File: config.mk
export PLATFORM = sky130hd
export DESIGN_NAME = e1_frame_align
export DESIGN_NICKNAME = d
export VERILOG_FILES = /design/src/rtl/e1fa_pkg.sv /design/src/rtl/e1fa_window.sv /design/src/rtl/e1fa_pos_counter.sv /design/src/rtl/e1fa_ctrl.sv /design/src/rtl/e1_frame_align.sv
export SDC_FILE = /design/constraint.sdc
export NUM_CORES = 1
export LEC_CHECK = 0
export ABC_CLOCK_PERIOD_IN_PS = 3450
export BUFFER_PORTS_ARGS = -buffer_cell sky130_fd_sc_hd__clkbuf_2
export CORE_MARGIN = 2
export CORE_UTILIZATION = 55
export CTS_CLUSTER_DIAMETER = 40
export DETAILED_ROUTE_END_ITERATION = 6
export PLACE_DENSITY = 0.8
export RECOVER_POWER = 25
export SYNTH_ARGS = -nofsm -noshare
export SYNTH_HDL_FRONTEND = slang
export SYNTH_SLANG_ARGS = --single-unit
File: constraint.sdc
create_clock -name clk -period 3.45 [get_ports clk]
set_clock_uncertainty 0.2 [all_clocks]
set_input_delay 0.1725 -clock clk [delete_from_list [all_inputs] [get_ports clk]]
set_output_delay 0.1725 -clock clk [all_outputs]
set_load 0.005 [all_outputs]
File: src/rtl/e1fa_pkg.sv
// Package: shared types and constants for the E1 frame alignment detector.
// Assumes octets are sent most significant bit first.
package e1fa_pkg;

    // Alignment search and confirmation states
    typedef enum logic [1:0] {
        ST_SEARCH   = 2'd0,
        ST_CHK_NFAS = 2'd1,
        ST_CHK_FAS  = 2'd2,
        ST_SYNC     = 2'd3
    } align_state_e;

    // Seven-bit alignment word carried in bits 6..0 of time slot 0
    localparam logic [6:0] FAW_PATTERN = 7'b0011011;

    // Octet width of one time slot
    localparam int SLOT_BITS = 8;

endpackage

File: src/rtl/e1fa_window.sv
// Module: e1fa_window
// Holds the last WIN_BITS received bits. It also presents the window as it
// will look once the current input bit is taken in, so the control logic can
// act on a match in the same clock edge. Assumes one new bit per clock.
module e1fa_window #(
    parameter int WIN_BITS = 8
) (
    input  logic                clk,
    input  logic                rst_n,
    input  logic                rx_bit_i,
    output logic [WIN_BITS-1:0] win_next_o
);

    logic [WIN_BITS-1:0] sh_q;

    // Oldest bit at the top, the bit being taken in at bit 0
    assign win_next_o = {sh_q[WIN_BITS-2:0], rx_bit_i};

    // Shift one bit per clock; cleared by reset
    always_ff @(posedge clk) begin
        if (!rst_n) sh_q <= '0;
        else        sh_q <= win_next_o;
    end

endmodule

File: src/rtl/e1fa_pos_counter.sv
// Module: e1fa_pos_counter
// Frame bit position counter plus a frame parity flag (0 = alignment frame,
// 1 = non-alignment frame). pos_q is the position of the last received bit.
// pos_nxt_o/odd_nxt_o give the position of the bit now being taken in.
// A load places the current bit at LOAD_POS of an alignment frame.
module e1fa_pos_counter #(
    parameter int FRAME_BITS = 256,
    parameter int LOAD_POS   = 7,
    localparam int POS_W     = $clog2(FRAME_BITS)
) (
    input  logic             clk,
    input  logic             rst_n,
    input  logic             load_i,
    output logic [POS_W-1:0] pos_q,
    output logic [POS_W-1:0] pos_nxt_o,
    output logic             odd_nxt_o
);

    localparam logic [POS_W-1:0] LAST_POS = POS_W'(FRAME_BITS - 1);
    localparam logic [POS_W-1:0] LD_POS   = POS_W'(LOAD_POS);

    logic odd_q;

    // Next position with wrap at the end of the frame; parity flips on wrap
    always_comb begin
        pos_nxt_o = (pos_q == LAST_POS) ? '0 : pos_q + 1'b1;
        odd_nxt_o = (pos_q == LAST_POS) ? ~odd_q : odd_q;
    end

    // Advance every clock, or snap to the candidate position on load
    always_ff @(posedge clk) begin
        if (!rst_n) begin
            pos_q <= '0;
            odd_q <= 1'b0;
        end else if (load_i) begin
            pos_q <= LD_POS;
            odd_q <= 1'b0;
        end else begin
            pos_q <= pos_nxt_o;
            odd_q <= odd_nxt_o;
        end
    end

    // position steps by one per clock when not loaded
    a_r6_pos_step: assert property (@(posedge clk) disable iff (!rst_n)
        (!load_i && pos_q != LAST_POS) |=> (pos_q == $past(pos_q) + 1'b1));

    // wrap from the last bit goes to zero
    a_r6_pos_wrap: assert property (@(posedge clk) disable iff (!rst_n)
        (!load_i && pos_q == LAST_POS) |=> (pos_q == '0));

endmodule

File: src/rtl/e1fa_ctrl.sv
// Module: e1fa_ctrl
// Alignment state machine: search, non-alignment bit check, alignment word
// confirmation and in-frame loss counting. It also captures the spare bits
// of time slot 0 and masks a failed candidate phase. Assumes win_next_i and
// the position inputs describe the bit being taken in on this clock edge.
module e1fa_ctrl
    import e1fa_pkg::*;
#(
    parameter int POS_W      = 8,
    parameter int LOSS_WORDS = 3,
    parameter int MASK_HITS  = 2
) (
    input  logic                 clk,
    input  logic                 rst_n,
    input  logic [SLOT_BITS-1:0] win_next_i,
    input  logic [POS_W-1:0]     pos_nxt_i,
    input  logic                 odd_nxt_i,
    output logic                 load_o,
    output logic                 in_frame_o,
    output logic                 fserr_o,
    output logic                 intl_o,
    output logic [4:0]           natl_o,
    output logic                 far_alarm_o
);

    localparam int BAD_W  = $clog2(LOSS_WORDS + 1);
    localparam int MASK_W = $clog2(MASK_HITS + 1);
    localparam logic [POS_W-1:0]  FAS_POS  = POS_W'(SLOT_BITS - 1);
    localparam logic [POS_W-1:0]  NFAS_POS = POS_W'(1);
    localparam logic [BAD_W-1:0]  BAD_LAST = BAD_W'(LOSS_WORDS - 1);
    localparam logic [MASK_W-1:0] MASK_SET = MASK_W'(MASK_HITS);

    align_state_e      state_q, state_d;
    logic [BAD_W-1:0]  bad_q;
    logic [MASK_W-1:0] mask_q;
    logic              in_frame_q, fserr_q, intl_q, far_q;
    logic [4:0]        natl_q;

    logic fas_hit, at_phase, at_fas_slot, at_nfas_bit, masked;
    logic fail, lock, lose;

    // Decode the incoming bit's position and the window contents
    always_comb begin
        fas_hit     = (win_next_i[6:0] == FAW_PATTERN);
        at_phase    = (pos_nxt_i == FAS_POS);
        at_fas_slot = at_phase && !odd_nxt_i;
        at_nfas_bit = (pos_nxt_i == NFAS_POS) && odd_nxt_i;
        masked      = (mask_q != '0) && at_phase;
    end

    // Next state and the lock, loss and failure events
    always_comb begin
        state_d = state_q;
        load_o  = 1'b0;
        fail    = 1'b0;
        lock    = 1'b0;
        lose    = 1'b0;
        case (state_q)
            ST_SEARCH: begin
                if (fas_hit && !masked) begin
                    load_o  = 1'b1;
                    state_d = ST_CHK_NFAS;
                end
            end
            ST_CHK_NFAS: begin
                if (at_nfas_bit) begin
                    if (win_next_i[0]) begin
                        state_d = ST_CHK_FAS;
                    end else begin
                        fail    = 1'b1;
                        state_d = ST_SEARCH;
                    end
                end
            end
            ST_CHK_FAS: begin
                if (at_fas_slot) begin
                    if (fas_hit) begin
                        lock    = 1'b1;
                        state_d = ST_SYNC;
                    end else begin
                        fail    = 1'b1;
                        state_d = ST_SEARCH;
                    end
                end
            end
            ST_SYNC: begin
                if (at_fas_slot && !fas_hit && bad_q == BAD_LAST) begin
                    lose    = 1'b1;
                    state_d = ST_SEARCH;
                end
            end
            default: state_d = ST_SEARCH;
        endcase
    end

    // State register with the in-frame and sync error flags
    always_ff @(posedge clk) begin
        if (!rst_n) begin
            state_q    <= ST_SEARCH;
            in_frame_q <= 1'b0;
            fserr_q    <= 1'b1;
        end else begin
            state_q <= state_d;
            if (lock) begin
                in_frame_q <= 1'b1;
                fserr_q    <= 1'b0;
            end else if (lose) begin
                in_frame_q <= 1'b0;
                fserr_q    <= 1'b1;
            end
        end
    end

    // Count consecutive bad alignment words while in frame
    always_ff @(posedge clk) begin
        if (!rst_n || lock) begin
            bad_q <= '0;
        end else if (state_q == ST_SYNC && at_fas_slot) begin
            bad_q <= fas_hit ? '0 : bad_q + 1'b1;
        end
    end

    // Mask the failed candidate phase for MASK_HITS passes
    always_ff @(posedge clk) begin
        if (!rst_n || load_o) begin
            mask_q <= '0;
        end else if (fail) begin
            mask_q <= MASK_SET;
        end else if (state_q == ST_SEARCH && masked) begin
            mask_q <= mask_q - 1'b1;
        end
    end

    // Capture the international, national and far-end alarm bits in frame
    always_ff @(posedge clk) begin
        if (!rst_n) begin
            intl_q <= 1'b0;
            natl_q <= '0;
            far_q  <= 1'b0;
        end else if (state_q == ST_SYNC && at_phase) begin
            intl_q <= win_next_i[SLOT_BITS-1];
            if (odd_nxt_i) begin
                natl_q <= win_next_i[4:0];
                far_q  <= win_next_i[5];
            end
        end
    end

    assign in_frame_o  = in_frame_q;
    assign fserr_o     = fserr_q;
    assign intl_o      = intl_q;
    assign natl_o      = natl_q;
    assign far_alarm_o = far_q;

    // in_frame only rises on a good alignment word at the expected slot
    a_r4_lock_on_word: assert property (@(posedge clk) disable iff (!rst_n)
        $rose(in_frame_q) |-> $past(fas_hit && at_fas_slot));

    // in_frame only falls on a bad alignment word at the expected slot
    a_r7_drop_on_bad: assert property (@(posedge clk) disable iff (!rst_n)
        $fell(in_frame_q) |-> $past(at_fas_slot && !fas_hit));

    // error flag is always the complement of in_frame
    a_r9_fserr_inverse: assert property (@(posedge clk) disable iff (!rst_n)
        fserr_q != in_frame_q);

    // a zero in the non-alignment check bit returns to search
    a_r3_nfas_fail: assert property (@(posedge clk) disable iff (!rst_n)
        (state_q == ST_CHK_NFAS && at_nfas_bit && !win_next_i[0])
        |=> state_q == ST_SEARCH);

    // a masked phase never starts a candidate
    a_r5_mask_holds: assert property (@(posedge clk) disable iff (!rst_n)
        (state_q == ST_SEARCH && masked) |=> state_q == ST_SEARCH);

    // captured bits hold while out of frame
    a_r8_hold_captures: assert property (@(posedge clk) disable iff (!rst_n)
        !in_frame_q |=> ($stable(natl_q) && $stable(far_q) && $stable(intl_q)));

endmodule

File: src/rtl/e1_frame_align.sv
// Module: e1_frame_align (top)
// E1 receive frame alignment detector. It takes one serial bit per clock,
// finds and confirms the time slot 0 alignment, reports the frame position
// and captures the spare bits. Assumes a recovered bit clock and octets
// sent most significant bit first.
module e1_frame_align
    import e1fa_pkg::*;
#(
    parameter int NUM_SLOTS  = 32,
    parameter int LOSS_WORDS = 3,
    parameter int MASK_HITS  = 2,
    localparam int FRAME_BITS = NUM_SLOTS * SLOT_BITS,
    localparam int POS_W      = $clog2(FRAME_BITS),
    localparam int BIT_W      = $clog2(SLOT_BITS),
    localparam int TS_W       = POS_W - BIT_W
) (
    input  logic             clk,
    input  logic             rst_n,
    input  logic             rx_bit,
    output logic             in_frame,
    output logic             fserr,
    output logic [TS_W-1:0]  slot_idx,
    output logic [BIT_W-1:0] bit_idx,
    output logic             intl_bit,
    output logic [4:0]       natl_bits,
    output logic             far_alarm
);

    logic [SLOT_BITS-1:0] win_next;
    logic [POS_W-1:0]     pos_q, pos_nxt;
    logic                 odd_nxt;
    logic                 load;

    e1fa_window #(
        .WIN_BITS (SLOT_BITS)
    ) u_window (
        .clk        (clk),
        .rst_n      (rst_n),
        .rx_bit_i   (rx_bit),
        .win_next_o (win_next)
    );

    e1fa_pos_counter #(
        .FRAME_BITS (FRAME_BITS),
        .LOAD_POS   (SLOT_BITS - 1)
    ) u_pos (
        .clk       (clk),
        .rst_n     (rst_n),
        .load_i    (load),
        .pos_q     (pos_q),
        .pos_nxt_o (pos_nxt),
        .odd_nxt_o (odd_nxt)
    );

    e1fa_ctrl #(
        .POS_W      (POS_W),
        .LOSS_WORDS (LOSS_WORDS),
        .MASK_HITS  (MASK_HITS)
    ) u_ctrl (
        .clk         (clk),
        .rst_n       (rst_n),
        .win_next_i  (win_next),
        .pos_nxt_i   (pos_nxt),
        .odd_nxt_i   (odd_nxt),
        .load_o      (load),
        .in_frame_o  (in_frame),
        .fserr_o     (fserr),
        .intl_o      (intl_bit),
        .natl_o      (natl_bits),
        .far_alarm_o (far_alarm)
    );

    // Split the frame position into slot and bit-in-slot
    assign slot_idx = pos_q[POS_W-1:BIT_W];
    assign bit_idx  = pos_q[BIT_W-1:0];

endmodule

==> metrics.yaml, run 1 <==
drt:
  wl_per_cell_um: 14.6
  vias_per_cell: 5.79
  num_vias: 1348
  final_antenna_net_count: 0
  drcViolationCount: 0
  drt-initial-drc-count: 60
  finalWirelength_um: 3410
  first_pass_iters: 4
critical_path:
  r2r_slack_ns: 0.62
  critical_path_class: "register to register"
  r2r_cells: 7
  timing.rr.start: "u_pos.pos_q[1]"
  startpoint: "u_pos.pos_q[1]"
  crit_fanout: 9
  critPathArrivalTime_ns: 2.85
  crit_path_start_kind: "register"
  worstPathRequired_ns: 3.47
  end_kind: "register"
synthesis:
  syn_area_per_cell_sq_um: 9.39
  synthMuxAreaShare: 0.0655
  yosysTopAreaCellShare: 0.365
  synth_area_sq_um: 1700
  netlist_top_cells_area: "dfxtp_1, ha_1, mux2i_1"
  synth_edf_count: 0
  synthFlopType: "dfxtp_1"
  synth_top_family_by_area: "simple AND/OR/NAND/NOR gates"
  ys_ff_latch: 31
  postSynth.asyncResetShare: 0
  yosys.area_share.xor_xnor: 0.0258
  synth_compound_area_frac: 0.165
  yosysSeqAreaShare: 0.365
  synth_simple_gate_area_frac: 0.254
  ys_warn_count: 0
  synth_nets: 193
  netlist_instances: 181
  synthAdderAreaFrac: 0.0663
  synth_area_leader_cell: "dfxtp_1"
  synth.distinct_cells: 54
floorplan:
  fp.dieH_um: 59.6
  ios: 20
  dieArea_sq_um: 3550
  start_util: 0.566
  die_w_um: 59.6
  core_area_sq_um: 3000
  rows: 20
run:
  cap_violations: 0
clock_network:
  clockBufferDepth: 2
  cts_tree: "yes"
  htreeDepth: 2
  clock-sinks: 31
  ctsRootBufferMaster: "clkbuf_4"
  cts_hold_buf: 1
  clk_pin_slew_worst_paths_ns: 0.10
  cts_resized: 0
  post-cts-setup-buffer-count: 0
  clk_latency_ns: 0.34
  numCtsBuffers: 5
global_route:
  grtUsageTotal: 0.228
  grt_antenna_before_repair: 0
  grt_pass1_vias: 1287
  grt_pass1_wl_um: 6020
  grt-ovfl-total: 0
  grt_max_degree: 26
hold_path:
  whs_path_depth: 2
  hp-start: "rst_n"
  hp-class: "input pin to register"
power:
  seq_power_share: 0.528
  clockPowerShare: 0.425
  internal_power_mw: 0.549
  p_switching_mw: 0.155
  vdd_drop_max_uv: 225
  powerDensity_nw_per_um2: 375
  p_leak_nw: 0.801
  swShare: 0.221
  total_power_mw: 0.704
  pwr-share-comb: 0.047
timing:
  slew_headroom: 0.674
  tightest_slew_ns: 0.485
  fmax_mhz: 353
  finalHoldViolations: 0
  tns_ns: 0
  fin_crit_sh: 0.820
  maxSlewViolCount: 0
  fin_hold_ws_ns: 0.0943
  rsz0062_at_grt: "false"
  setup_viol: 0
  finalWorstPathRequiredPeriod_ns: 2.83
layout:
  mostFrequentLayoutCells: "dfxtp_1, clkbuf_2, inv_1"
  area_growth_syn_to_layout_pct: 10.5
  fill_cells: 273
  multi_input_area_sq_um: 980
  fin_nets: 211
  design_area_sq_um: 1880
  fin_cells: 233
  final_common_cell: "dfxtp_1"
  drive_above_1_share: 0.180
  diodes: 0
  regArea_sq_um: 621
run_status:
  status: "finished, final reports clean"
placement:
  placed_area_sq_um: 1790
  port_buffers: 19
  place_hpwl_um: 2490
  place_congestion: 0.855
  post-place-cells: 224
-- worst max-delay path: stages, from the launching register on --
cell and delay, ns:
dfxtp_1 0.51, ha_1 0.35, nand3_2 0.18, mux2i_1 0.30
o2bb2a_4 0.21, a311oi_1 0.48, nand2b_1 0.37, nor3b_1 0.10
-- power groups by stage --
| stage | Sequential [mW] | Clock, mW | Combinational (mW) |
|---|---|---|---|
| floorplan | 0.377 | 0 | 0.0254 |
| global route | 0.373 | 0.320 | 0.0366 |
| global placement | 0.379 | 0 | 0.0319 |
| finish | 0.372 | 0.299 | 0.0332 |
| CTS | 0.371 | 0.306 | 0.0332 |
| detailed placement | 0.380 | 0 | 0.0318 |
-- registers in the layout (all words and copies together) (netlist names) --
| name | count |
|---|---|
| u_ctrl.intl_o | 1 |
| u_pos.odd_q | 1 |
| u_ctrl.in_frame_o | 1 |
| u_ctrl.fserr_o | 1 |
| u_ctrl.state_q | 2 |
| u_ctrl.natl_o | 5 |
| u_ctrl.mask_q | 2 |
| u_ctrl.far_alarm_o | 1 |
| u_pos.pos_q | 8 |
| u_window.sh_q | 7 |
| u_ctrl.bad_q | 2 |
-- cell families (layout without fill, tap and decap cells) --
| kind of cell | after synthesis | in the layout |
|---|---|---|
| AO/OA/AOI/OAI | 31 | 31 |
| XOR/XNOR | 5 | 5 |
| adder cells (fa/ha/maj) | 9 | 9 |
| buffers and inverters | 22 | 41 |
| flip-flops | 31 | 31 |
| multiplexers | 11 | 11 |
| AND/OR/NAND/NOR | 72 | 72 |
-- cell type report --
| cell class | instances | area share |
|---|---|---|
| multi-input cells | 128 | 0.522 |
| repair buffers | 20 | 0.0540 |
| well taps | 33 | 0.0220 |
| inverters | 13 | 0.0260 |
| clock buffers | 6 | 0.0273 |
| flip-flops and latches | 31 | 0.330 |
| clock inverters | 2 | 0.0187 |
-- metal layers --
| metal | vias up | global-route usage | part of all wire |
|---|---|---|---|
| met2 | 35 | 0.363 | 0.49 |
| met4 | 0 | 0.0921 | 0.012 |
| met3 | 5 | 0.0546 | 0.044 |
| li1 | 677 | - | - |
| met5 | - | 0 | 0 |
| met1 | 631 | 0.296 | 0.45 |
-- Yosys cell counts, drive strengths merged (2+ instances only) --
cell    count
a21boi      3
a21oi       3
a311oi      2
a31oi       3
and2       11
and3        2
buf         6
clkbuf      3
dfxtp      31
ha          9
inv        13
mux2i      10
nand2      11
nand2b      2
nand3       6
nand4       4
nor2       12
nor2b       9
nor3        4
o21a        3
o21ai       4
or4         2
xnor2       4
-- per-stage QoR --
step           setup slack, ns  utilization
3_5_place_dp             0.658        0.595
4_1_cts                  0.627        0.627
2_1_floorplan            0.937            -
6_report                 0.619        0.625
5_1_grt                  0.330        0.625
3_3_place_gp             0.809        0.595
-- worst paths after layout --
kind                            to
setup reg to reg  u_ctrl.mask_q[0]
setup / recovery  u_ctrl.mask_q[0]
hold / removal      u_ctrl.fserr_o
hold reg to reg   u_window.sh_q[3]
Power figures use the tool's default switching activity.
==> inputs of run 2 (changes only) <==
- ABC_AREA: default -> 1
- ABC_CLOCK_PERIOD_IN_PS: 3450 -> 2650
- clock period: 3.45 -> 2.65 ns (I/O delays scaled with it)
==> run 2 against run 1 <==
Net effect: register-to-register slack worse by 0.20 ns; wire length is 14% lower; critical path depth increased by 5; sequential cell count did not move; final area decreased by 3.2%.
==> metrics.yaml, run 2 <==
critical_path:
  worstPathRequired_ns: 2.66
  crit_top_cell: "nor2_4"
  crit_chain: "ha_1 -> nand2_2 -> nor2_4 -> nand2_4 -> nand3_2 -> nand2_4 -> nor2_4 -> nand2_1 -> nor2_4 -> nand2_2 -> nand2_1 -> a21oi_1"
  timing.rr.end: "u_ctrl.natl_o[0]"
  end_kind: "register"
  cpPeakStageDelay_ns: 0.43
  critical_path_class: "register to register"
  r2r_slack_ns: 0.42
  cp_num_buf_inv: 0
  crit_family: "simple AND/OR/NAND/NOR gates"
  r2r_cells: 12
  timing.rr.start: "u_pos.pos_q[1]"
  slowest_stage: "dfxtp_1"
  crit_fanout: 8
  crit_path_start_kind: "register"
  startpoint: "u_pos.pos_q[1]"
  critPathArrivalTime_ns: 2.24
layout:
  drive_above_1_share: 0.216
  largest_reg_flops: 8
  fin_nets: 247
  fin_cells: 267
  final_common_cell: "nand2_1"
  mostFrequentLayoutCells: "nand2_1, inv_1, dfxtp_1"
  diodes: 0
  postLayoutCoreUtil: 0.659
  regMostFlops: "u_pos.pos_q"
  area_growth_syn_to_layout_pct: 14.3
timing:
  tns_ns: 0
  finalWorstPathRequiredPeriod_ns: 2.23
  tightest_slew_ns: 0.598
  maxSlewViolCount: 0
  fmax_mhz: 449
  slew_headroom: 0.601
  fin_crit_sh: 0.841
  finalHoldViolations: 0
  rsz0062_at_grt: "false"
  setup_viol: 0
  fin_ws_ns: 0.422
  fin_hold_ws_ns: 0.246
floorplan:
  ios: 20
  fp.dieH_um: 57.8
  core_area_sq_um: 2760
  rows: 19
  start_util: 0.577
  dieArea_sq_um: 3340
  die_w_um: 57.8
synthesis:
  postSynth.asyncResetShare: 0
  synth_common_cells: "nand2_1, inv_1, dfxtp_1"
  netlist_instances: 209
  synthFlopType: "dfxtp_1"
  syn_area_per_cell_sq_um: 7.61
  yosysTopAreaCellShare: 0.390
  yosysSeqAreaShare: 0.390
  synth_edf_count: 0
  synth_area_leader_cell: "dfxtp_1"
  synth_most_common_cell: "nand2_1"
  ys_warn_count: 0
  netlist_top_cells_area: "dfxtp_1, nand2_1, inv_1"
  ys_ff_latch: 31
  synth.distinct_cells: 27
  synth_area_sq_um: 1590
  synth_nets: 221
run:
  cap_violations: 0
clock_network:
  post-cts-setup-buffer-count: 0
  cts_resized: 0
  cts_tree: "yes"
  htreeDepth: 2
  numCtsBuffers: 5
  cts_hold_buf: 2
  clock-sinks: 31
  clk_pin_slew_worst_paths_ns: 0.09
  ctsRootBufferMaster: "clkbuf_4"
  clk_latency_ns: 0.34
  clockBufferDepth: 2
power:
  vdd_drop_max_uv: 563
  powerDensity_nw_per_um2: 621
  p_leak_nw: 0.851
placement:
  post-place-ws_ns: 0.428
  place_congestion: 0.796
  port_buffers: 19
  post-place-cells: 257
  place_hpwl_um: 2250
drt:
  finalWirelength_um: 2950
  drcViolationCount: 0
  first_pass_iters: 4
  vias_per_cell: 4.93
  wl_per_cell_um: 11.0
  num_vias: 1316
  drt-initial-drc-count: 58
  final_antenna_net_count: 0
global_route:
  grt_pass1_vias: 1167
  grt_max_degree: 14
  grt_pass1_wl_um: 5090
  grt_antenna_before_repair: 0
  grtUsageTotal: 0.201
  grt-ovfl-total: 0
hold_path:
  whs_path_depth: 2
  hold_end: "u_window.sh_q[4]"
  hp-start: "u_window.sh_q[3]"
  hp-class: "register to register"
run_status:
  status: "finished, final reports clean"
==> run 2: cell count changes after synthesis, sizes merged, moves of 5 or more <==
cell	previous run	this run
inv	13	32
and2	11	0
nand3	6	21
mux2i	10	0
nor2	12	22
a21oi	3	15
nand2	11	61
buf	6	1
nor2b	9	0
==> run 2: cells by family after synthesis <==
| group | count (synthesis) | share of synthesized area |
|---|---|---|
| and+or+nand+nor | 110 | 0.358 |
| buffers and inverters | 35 | 0.0850 |
| adders and majority gates | 9 | 0.0708 |
| AOI/OAI and AO/OA | 20 | 0.0645 |
| xor gates and xnor gates | 4 | 0.0315 |
| DFF | 31 | 0.390 |
==> run 2: cell type report <==
| type | count | area, sq um |
|---|---|---|
| repair buffers | 21 | 114 |
| well taps | 31 | 38.8 |
| clock buffers | 6 | 51.3 |
| flip-flops and latches | 31 | 621 |
| inverters | 33 | 124 |
| clock inverters | 2 | 35.0 |
| fillers | 253 | 940 |
| multi-input cells | 143 | 835 |
==> run 2: stage by stage <==
| stage | cell area [sq um] | total power [mW] |
|---|---|---|
| after detailed placement | 1710 | 0.748 |
| after global placement | 1710 | 0.741 |
| after CTS | 1820 | 1.13 |
| after global routing | 1820 | 1.20 |
| after floorplan | 1590 | 0.700 |
| final | 1820 | 1.13 |
==> run 2: metal layers <==
metal  global-route usage  wire length, um
met5                    0                0
met4               0.0864               55
met3               0.0536              105
met2                0.313             1320
met1                0.263             1470
==> run 2: worst max-delay path by stage <==
stage,slack (ns),to,depth (start not counted)
2_1_floorplan,0.64,u_ctrl.far_alarm_o,11
3_3_place_gp,0.48,u_ctrl.state_q[1],14
3_5_place_dp,0.43,u_ctrl.natl_o[2],12
4_1_cts,0.42,u_ctrl.natl_o[0],12
5_1_grt,0.21,u_ctrl.state_q[1],14
6_report,0.42,u_ctrl.natl_o[0],12
==> run 2: tightest hold or removal path, delay by kind of cell (launching register included) <==
family        cells  cell delay (ns)
flops             1             0.33
simple gates      1             0.05
buf+inv           1             0.03
==> run 2: report_power, final <==
part           internal (mW)  switching (mW)  total (mW)
logic                 0.0842           0.145       0.230
registers              0.489          0.0194       0.508
clock network          0.223           0.168       0.391
==> inputs of run 3 (changes only) <==
- ABC_CLOCK_PERIOD_IN_PS: 2650 -> 1800
- CORE_UTILIZATION: 55 -> 51
- PLACE_DENSITY: 0.8 -> 0.78
- clock period: 2.65 -> 1.8 ns (I/O delays scaled with it)
==> run 3 against run 2 <==
Net effect: the flow now finishes with violations (negative setup slack); non-clock buffer count is 21 higher; maximum frequency up 6.1%; die area rose by 7.3%; largest cell class unchanged.
==> metrics.yaml, run 3 (synthesized netlist as in run 2, its figures left out) <==
drt:
  num_vias: 1418
  drt-initial-drc-count: 46
  first_pass_iters: 4
  vias_per_cell: 4.89
  final_antenna_net_count: 0
  finalWirelength_um: 3440
  drcViolationCount: 0
  wl_per_cell_um: 11.8
timing:
  rsz0062_at_grt: "true"
  fin_ws_ns: -0.299
  fin_hold_ws_ns: 0.250
  slew_headroom: 0.770
  fmax_mhz: 476
  fin_crit_sh: 1.17
  tns_ns: -5.25
  maxSlewViolCount: 0
  finalHoldViolations: 0
  tightest_slew_ns: 0.344
  finalWorstPathRequiredPeriod_ns: 2.10
  setup_viol: 24
run_status:
  failed_checks: "negative setup slack"
  status: "complete, but fails checks"
layout:
  drive_above_1_share: 0.405
  mostFrequentLayoutCells: "nand2_1, inv_1, dfxtp_1"
  diodes: 0
  postLayoutCoreUtil: 0.714
  design_area_sq_um: 2140
  area_growth_syn_to_layout_pct: 34.8
  fill_cells: 253
  fin_cells: 290
  largest_reg_flops: 8
  final_common_cell: "nand2_1"
  regMostFlops: "u_pos.pos_q"
  fin_nets: 268
power:
  clockPowerShare: 0.308
  pwr-share-comb: 0.264
  swShare: 0.325
  internal_power_mw: 1.19
  total_power_mw: 1.76
  vdd_drop_max_uv: 652
  p_leak_nw: 0.985
  seq_power_share: 0.428
  powerDensity_nw_per_um2: 821
  p_switching_mw: 0.571
critical_path:
  timing.rr.start: "u_pos.pos_q[1]"
  crit_fanout: 8
  crit_cells: 11
  crit_end: "u_ctrl.natl_o[0]"
  crit_path_start_kind: "register"
  critPathArrivalTime_ns: 2.12
  critical_path_class: "register to register"
  timing.rr.end: "u_ctrl.natl_o[0]"
  end_kind: "register"
  worstPathRequired_ns: 1.82
  cpPeakStageDelay_ns: 0.37
  crit_family: "simple AND/OR/NAND/NOR gates"
  startpoint: "u_pos.pos_q[1]"
  slowest_stage: "dfxtp_4"
  crit_chain: "ha_4 -> nand2_4 -> nor2_4 -> xnor2_2 -> nand2_4 -> nor2_4 -> nand2_2 -> nor2_4 -> nand2_4 -> nand2_2 -> a21oi_2"
  r2r_cells: 11
  cp_num_buf_inv: 0
  r2r_slack_ns: -0.30
floorplan:
  die_w_um: 59.8
  fp.dieH_um: 59.8
  rows: 20
  core_area_sq_um: 3000
  dieArea_sq_um: 3580
  start_util: 0.530
  ios: 20
global_route:
  grt_pass1_wl_um: 5260
  grt_pass1_vias: 1283
  grt_antenna_before_repair: 0
  grt_max_degree: 14
  grt-ovfl-total: 0
  grtUsageTotal: 0.199
clock_network:
  cts_tree: "yes"
  clk_latency_ns: 0.34
  clk_pin_slew_worst_paths_ns: 0.10
  ctsRootBufferMaster: "clkbuf_4"
  numCtsBuffers: 5
  htreeDepth: 2
  clock-sinks: 31
  clockBufferDepth: 2
placement:
  post-place-cells: 273
  port_buffers: 19
  place_congestion: 0.800
  place_hpwl_um: 2290
  post-place-ws_ns: -0.270
  placed_area_sq_um: 1880
run:
  cap_violations: 0
hold_path:
  hp-class: "register to register"
[run 3: cell types whose count changed in the layout (fill, tap and decap cells not counted), moves of 3 or more]
cell     change
a21oi_2      +3
nand3_1      -5
nand2_1      -9
dfxtp_1      -3
nand3_4      +5
nand2_4      +3
buf_4       +20
a21oi_1      -3
o21ai_0      -3
nand2_2      +6
nor2_1       -7
nor2_2       +7
[run 3: final cells by class]
cell class	instances	area, sq um	area share
clock buffer	5	37.5	0.0175
clock inverter	3	43.8	0.0204
inverter	33	124	0.0578
multi-input combinational	143	995	0.464
sequential	31	627	0.292
tap	33	41.3	0.0193
timing repair buffer	42	275	0.128
[run 3: power groups by stage]
stage	combinational (mW)	clock, mW	sequential [mW]
floorplan	0.280	0	0.763
global placement	0.351	0	0.766
detailed placement	0.351	0	0.768
CTS	0.368	0.553	0.752
global route	0.529	0.580	0.757
finish	0.465	0.542	0.753
[run 3: repair_timing]
| item | in CTS | in global routing |
|---|---|---|
| setup endpoints to repair | 24 | 24 |
| hold endpoints to repair | 13 | 0 |
| hold buffers | 3 | 0 |
| setup buffers | 2 | 4 |
| pin swaps | 8 | 6 |
| cloned | 0 | 0 |
| resized for setup | 8 | 22 |
[run 3: worst min-delay path by stage]
stage                startpoint                to  slack, ns  depth (start not counted)
2_1_floorplan            rx_bit  u_window.sh_q[0]      -0.02                          2
6_report       u_window.sh_q[5]  u_window.sh_q[6]       0.25                          2
3_3_place_gp             rx_bit  u_window.sh_q[0]       0.18                          3
5_1_grt        u_window.sh_q[5]  u_window.sh_q[6]       0.27                          2
4_1_cts        u_window.sh_q[5]  u_window.sh_q[6]       0.25                          2
3_5_place_dp             rx_bit  u_window.sh_q[0]       0.18                          3
[run 3: routing by layer]
metal | wire (um) | track usage
met4 | 73 | 0.0857
met5 | 0 | 0
met2 | 1700 | 0.325
met1 | 1550 | 0.242
met3 | 107 | 0.0584
[run 3: worst register-to-register path: stages, from the launching register on]
cell     delay [ns]
dfxtp_4        0.37
ha_4           0.17
nand2_4        0.08
nor2_4         0.05
xnor2_2        0.25
nand2_4        0.11
nor2_4         0.19
nand2_2        0.10
nor2_4         0.22
nand2_4        0.11
nand2_2        0.10
a21oi_2        0.05
